[config.mk]
export PLATFORM = sky130hd
export DESIGN_NAME = host_event_notifier
export DESIGN_NICKNAME = d
export VERILOG_FILES = /design/src/rtl/hev_pkg.sv /design/src/rtl/hev_status.sv /design/src/rtl/hev_pulse_seq.sv /design/src/rtl/host_event_notifier.sv
export SDC_FILE = /design/constraint.sdc
export NUM_CORES = 1
export LEC_CHECK = 0
export CORE_UTILIZATION = 26
export CTS_CLUSTER_SIZE = 30
export DETAILED_ROUTE_END_ITERATION = 10
export PLACE_DENSITY = 0.87
export SLEW_MARGIN = 15
export SYNTH_ARGS = -nofsm -noshare
export SYNTH_HDL_FRONTEND = slang
export SYNTH_HIERARCHICAL = 1
export SYNTH_SLANG_ARGS = --single-unit
[constraint.sdc]
create_clock -name clk_i -period 1.4 [get_ports clk_i]
set_clock_uncertainty 0.05 [all_clocks]
set_input_delay 0.14 -clock clk_i [delete_from_list [all_inputs] [get_ports clk_i]]
set_output_delay 0.14 -clock clk_i [all_outputs]
set_load 0.1 [all_outputs]
[src/rtl/hev_pkg.sv]
package hev_pkg;
  typedef enum logic [1:0] {SEQ_IDLE, SEQ_LEAD, SEQ_LOW} seq_st_e;
  typedef enum logic {SRC_SMI, SRC_SCI} src_e;
endpackage

[src/rtl/hev_status.sv]
module hev_status #(
  parameter int N_EVT       = 32,
  parameter int PWR_BTN_IDX = 1
) (
  input  logic             clk_i,
  input  logic             rst_ni,
  input  logic             init_done_i,
  input  logic             update_i,
  input  logic             acpi_wr_i,
  input  logic [N_EVT-1:0] events_i,
  input  logic [N_EVT-1:0] smi_mask_i,
  input  logic [N_EVT-1:0] sci_mask_i,
  input  logic [N_EVT-1:0] wake_mask_i,
  output logic             smi_stat_o,
  output logic             sci_stat_o,
  output logic             wake_lvl_o,
  output logic             smi_req_o,
  output logic             sci_req_o
);
  localparam logic [N_EVT-1:0] WakeKeep = ~(N_EVT'(1) << PWR_BTN_IDX);

  logic upd, smi_any, sci_any, wake_any;
  logic smi_stat_q, sci_stat_q, wake_q;

  assign upd      = update_i & init_done_i;
  assign smi_any  = |(events_i & smi_mask_i);
  assign sci_any  = |(events_i & sci_mask_i);
  assign wake_any = |(events_i & wake_mask_i & WakeKeep);

  // SMI only on first event; SCI on every update and every mailbox write
  assign smi_req_o = upd & smi_any & ~smi_stat_q;
  assign sci_req_o = (upd & sci_any) | (acpi_wr_i & init_done_i);

  always_ff @(posedge clk_i or negedge rst_ni) begin
    if (!rst_ni) begin
      smi_stat_q <= 1'b0;
      sci_stat_q <= 1'b0;
      wake_q     <= 1'b0;
    end else if (upd) begin
      smi_stat_q <= smi_any;
      sci_stat_q <= sci_any;
      wake_q     <= wake_any;
    end
  end

  assign smi_stat_o = smi_stat_q;
  assign sci_stat_o = sci_stat_q;
  assign wake_lvl_o = wake_q;
endmodule

[src/rtl/hev_pulse_seq.sv]
module hev_pulse_seq
  import hev_pkg::*;
#(
  parameter int PHASE_US = 65
) (
  input  logic clk_i,
  input  logic rst_ni,
  input  logic tick_us_i,
  input  logic smi_req_i,
  input  logic sci_req_i,
  output logic smi_no,
  output logic sci_no
);
  localparam int CNT_W = (PHASE_US > 1) ? $clog2(PHASE_US) : 1;
  localparam logic [CNT_W-1:0] CntLast = CNT_W'(PHASE_US - 1);

  seq_st_e        st_q, st_d;
  src_e           sel_q, sel_d;
  logic [CNT_W-1:0] cnt_q, cnt_d;
  logic           smi_pend_q, sci_pend_q;
  logic           take_smi, take_sci, phase_end;

  assign take_smi  = (st_q == SEQ_IDLE) & smi_pend_q;
  assign take_sci  = (st_q == SEQ_IDLE) & ~smi_pend_q & sci_pend_q;
  assign phase_end = tick_us_i & (cnt_q == CntLast);

  always_ff @(posedge clk_i or negedge rst_ni) begin
    if (!rst_ni) begin
      smi_pend_q <= 1'b0;
      sci_pend_q <= 1'b0;
    end else begin
      // a new request wins over the dispatch clear
      smi_pend_q <= smi_req_i | (smi_pend_q & ~take_smi);
      sci_pend_q <= sci_req_i | (sci_pend_q & ~take_sci);
    end
  end

  always_comb begin
    st_d  = st_q;
    sel_d = sel_q;
    cnt_d = cnt_q;
    unique case (st_q)
      SEQ_IDLE: begin
        if (take_smi || take_sci) begin
          st_d  = SEQ_LEAD;
          sel_d = take_smi ? SRC_SMI : SRC_SCI;
          cnt_d = '0;
        end
      end
      SEQ_LEAD, SEQ_LOW: begin
        if (phase_end) begin
          st_d  = (st_q == SEQ_LEAD) ? SEQ_LOW : SEQ_IDLE;
          cnt_d = '0;
        end else if (tick_us_i) begin
          cnt_d = cnt_q + 1'b1;
        end
      end
      default: st_d = SEQ_IDLE;
    endcase
  end

  always_ff @(posedge clk_i or negedge rst_ni) begin
    if (!rst_ni) begin
      st_q  <= SEQ_IDLE;
      sel_q <= SRC_SMI;
      cnt_q <= '0;
    end else begin
      st_q  <= st_d;
      sel_q <= sel_d;
      cnt_q <= cnt_d;
    end
  end

  assign smi_no = !((st_q == SEQ_LOW) && (sel_q == SRC_SMI));
  assign sci_no = !((st_q == SEQ_LOW) && (sel_q == SRC_SCI));
endmodule

[src/rtl/host_event_notifier.sv]
module host_event_notifier #(
  parameter int N_EVT       = 32,
  parameter int PWR_BTN_IDX = 1,
  parameter int PHASE_US    = 65
) (
  input  logic             clk_i,
  input  logic             rst_ni,
  input  logic             init_done_i,
  input  logic             tick_us_i,
  input  logic             update_i,
  input  logic             acpi_wr_i,
  input  logic [N_EVT-1:0] events_i,
  input  logic [N_EVT-1:0] smi_mask_i,
  input  logic [N_EVT-1:0] sci_mask_i,
  input  logic [N_EVT-1:0] wake_mask_i,
  output logic             smi_no,
  output logic             sci_no,
  output logic             wake_no,
  output logic             smi_status_o,
  output logic             sci_status_o
);
  logic smi_req, sci_req, wake_lvl;

  hev_status #(
    .N_EVT      (N_EVT),
    .PWR_BTN_IDX(PWR_BTN_IDX)
  ) i_status (
    .clk_i      (clk_i),
    .rst_ni     (rst_ni),
    .init_done_i(init_done_i),
    .update_i   (update_i),
    .acpi_wr_i  (acpi_wr_i),
    .events_i   (events_i),
    .smi_mask_i (smi_mask_i),
    .sci_mask_i (sci_mask_i),
    .wake_mask_i(wake_mask_i),
    .smi_stat_o (smi_status_o),
    .sci_stat_o (sci_status_o),
    .wake_lvl_o (wake_lvl),
    .smi_req_o  (smi_req),
    .sci_req_o  (sci_req)
  );

  hev_pulse_seq #(
    .PHASE_US(PHASE_US)
  ) i_seq (
    .clk_i    (clk_i),
    .rst_ni   (rst_ni),
    .tick_us_i(tick_us_i),
    .smi_req_i(smi_req),
    .sci_req_i(sci_req),
    .smi_no   (smi_no),
    .sci_no   (sci_no)
  );

  assign wake_no = ~wake_lvl;
endmodule

==> run metrics <==
Placer Congestion 0.8419; Initial Utilization between 20 and 30%; DRC Markers 0; die width slightly above 70 microns; failing checks negative setup slack; total grt overflow 0; Die Ht around 73 microns; wire per inst slightly below 20 microns; CTS clock-pin slew for the worst setup and hold paths roughly 0.070 ns; synth top area cells dfrtp_1, a22oi_1, a22o_1, a221oi_1, ha_1; initial antenna violation count 0; RSZ-0062 raised after global routing true; latest clock arrival within the worst-skew pair around 0.26 ns; Main synth FF type dfrtp_1; first-pass GRT wire length roughly 11 mm; Core ar. around 4800 sq um; synthesized area 1296 sq um; Placement Setup Slack -0.6642 ns; die area 5272 sq um; dominant cell type by area after synthesis dfrtp_1; Vias/cell around 5.3; Rel. slew slack 78.84%; WS Path Type flip-flop to flip-flop; multi-input logic area roughly 1100 sq um; clock root buffer clkbuf_8; hpwl dp 6.080 mm; syn_area_per_cell around 9.4 sq um; CTS H-tree lvls 1; Static Leak ~1.6 nW; buffer depth of the longest clock path 2; worst r2r src i_seq/cnt_q[1]$_DFFE_PN0P_; synth unique cells 35; Min-Delay Path Class input pin to asynchronous set/reset pin; vias in the first global route about 2300; CP Launch Point i_seq/cnt_q[1]$_DFFE_PN0P_; CTS tree yes; Hold-fix buffers, CTS 0; PortBufs 137; most used routing layer met2; final worst-path setup slack -0.2314 ns; fmax about 610 MHz; via count between 2000 and 2500; Gate Count Post-Synth 138; share of layout cells above drive strength 1 48.18%; CP endpoint kind flip-flop; Synth warnings 6; CP arrival 1.75 ns; Max FO, Critical Path 4; Final Net Count between 400 and 500; DRT Pass-1 Iters 4; max-cap check violation count 0; CTS sink count 15; post-synth top area share between 20% and 30%; Pwr Density about 1100 nW/um^2; Layout area overhead 157.3%; worst-margin pin slew around 0.32 ns; WL final 7.627 mm; final hold viol count 0; largest net degree at the start of global routing 16; Final period util 116.5%; Antenna Violating Nets Remaining 0; GRT met3 Usage 5.110%; Startpoint Class flip-flop; Fin Setup TNS -1.328 ns; Storage cell area 375.4 sq um; clock buffer count from CTS 3; syn nets 277; Final setup viols 12; async set-reset flop share out of synthesis 100.0%; count leader, synth a22oi_1; GRT Total Usage roughly 29%; Max VDD drop about 0.00075 V; met2 Usage GRT between 50% and 60%; Max Slew Vio Count 0; Cell Rows 25; final worst path period need 1.631 ns; met1 Usage GRT 33.08%; register area share after synthesis between 20% and 30%; fin util a little over two thirds; EDFF count, synth 0; status complete, but fails checks; DRT iter0 DRCs around 110; IO Pins approximately 140; Power, Total approximately 3.6 mW; Commonest cells post-synth a22oi_1, dfrtp_1, a22o_1; filler instances 363; Antenna Cells 0; Critical Path RT around 1.5 ns; Yosys reg bits 15
==> area by class of cell <==
| cell class | instances | share of cell area, % |
|---|---|---|
| clock buffer | 3 | 1.238 |
| clock inverter | 1 | 0.1500 |
| inverter | 7 | 0.7877 |
| multi-input combinational | 116 | 34.47 |
| sequential | 15 | 11.25 |
| tap | 67 | 2.513 |
| timing repair buffer | 188 | 49.59 |
==> what timing repair did <==
item / in CTS / in global routing
gates resized for setup: 200 / 75
endpoints found under the setup margin: 16 / 16
pin swaps: 44 / 33
setup buffers: 9 / 0
==> critical path, stage by stage, from the launching register on <==
cell and delay [ns]:
dfrtp_1 0.38, inv_2 0.07, ha_4 0.15, and4b_4 0.21, a211oi_4 0.29, buf_4 0.19, a21oi_2 0.05, a31oi_1 0.16
==> report_power, final <==
| part | total, mW | leakage, nW | internal, mW | switching, mW |
|---|---|---|---|---|
| registers | 0.642 | 0.180 | 0.550 | 0.0927 |
| clock network | 0.362 | 0.0255 | 0.198 | 0.164 |
| logic | 2.59 | 1.39 | 1.40 | 1.19 |
| total | 3.60 | 1.59 | 2.15 | 1.45 |
==> cell families (layout without fill, tap and decap cells) <==
logic type	after synthesis	in the layout	share of synthesized area, %
buffers and inverters	7	199	2.027
adders and majority gates	5	5	4.826
AOI/OAI and AO/OA	72	72	43.92
and+or+nand+nor	36	36	17.76
DFF	15	15	28.96
muxes	3	3	2.510
==> flip-flops by register name, indices dropped and copies added, names as in the netlist <==
| register | count |
|---|---|
| i_seq/cnt_q | 7 |
| i_seq/st_q | 2 |
| i_seq/sci_pend_q | 1 |
| i_seq/sel_q | 1 |
| i_seq/smi_pend_q | 1 |
| i_status/sci_stat_o | 1 |
| i_status/smi_stat_o | 1 |
| i_status/wake_lvl_o | 1 |
==> path summary, 6_finish.rpt <==
kind	to	slack, ns	depth (start not counted)
worst max-delay path	i_seq/cnt_q[3]$_DFFE_PN0P_	-0.23	7
worst min-delay path	i_seq/st_q[1]$_DFFE_PN0P_	0.16	2
worst max register to register	i_seq/cnt_q[3]$_DFFE_PN0P_	-0.23	7
worst min register to register	i_seq/cnt_q[6]$_DFFE_PN0P_	0.45	1
max in group asynchronous	i_seq/cnt_q[3]$_DFFE_PN0P_	0.95	2
min in group clk_i	i_status/wake_lvl_o$_DFFE_PN0P_	0.25	5
==> stage by stage <==
| stage | hold WS, ns | std cells | instance area, sq um |
|---|---|---|---|
| 2_1_floorplan | -0.2056 | 138 | 1356 |
| 3_3_place_gp | 0.4254 | 385 | 3184 |
| 3_5_place_dp | 0.4345 | 385 | 3184 |
| 4_1_cts | 0.1701 | 398 | 3331 |
| 5_1_grt | 0.1749 | 397 | 3336 |
| 6_report | 0.1613 | 397 | 3336 |
==> placed cells by master (no fill, tap or decap), types with 2 or more instances in the layout <==
cell             count
ha_1                 2
buf_4               44
a41oi_1              2
clkdlybuf4s50_1     36
nor2_1               3
clkdlybuf4s15_1     10
buf_12               5
inv_2                4
buf_6               15
nand2b_1             3
clkdlybuf4s15_2      2
a221oi_2             6
ha_4                 3
buf_2               16
nand2b_4             2
nand2_1              4
a21oi_2              2
o21ai_0              2
nor3b_4              2
dlymetal6s2s_1      11
clkbuf_8             3
a221oi_1             3
nand4_1              8
clkbuf_2            20
a21oi_1              4
a21o_1               3
dlygate4sd2_1       29
dfrtp_1             15
a31oi_1              4
inv_1                3
a22oi_2             19
a22oi_1             10
nand3_1              4
a22o_1               8
nand2_2              2
==> layer usage <==
metal,vias up,share of wire (%)
li1,971,-
met4,0,1.6
met5,-,0
met3,15,6.7
met2,122,53
met1,1010,38
No activity file was read; power rests on OpenSTA's default activity.
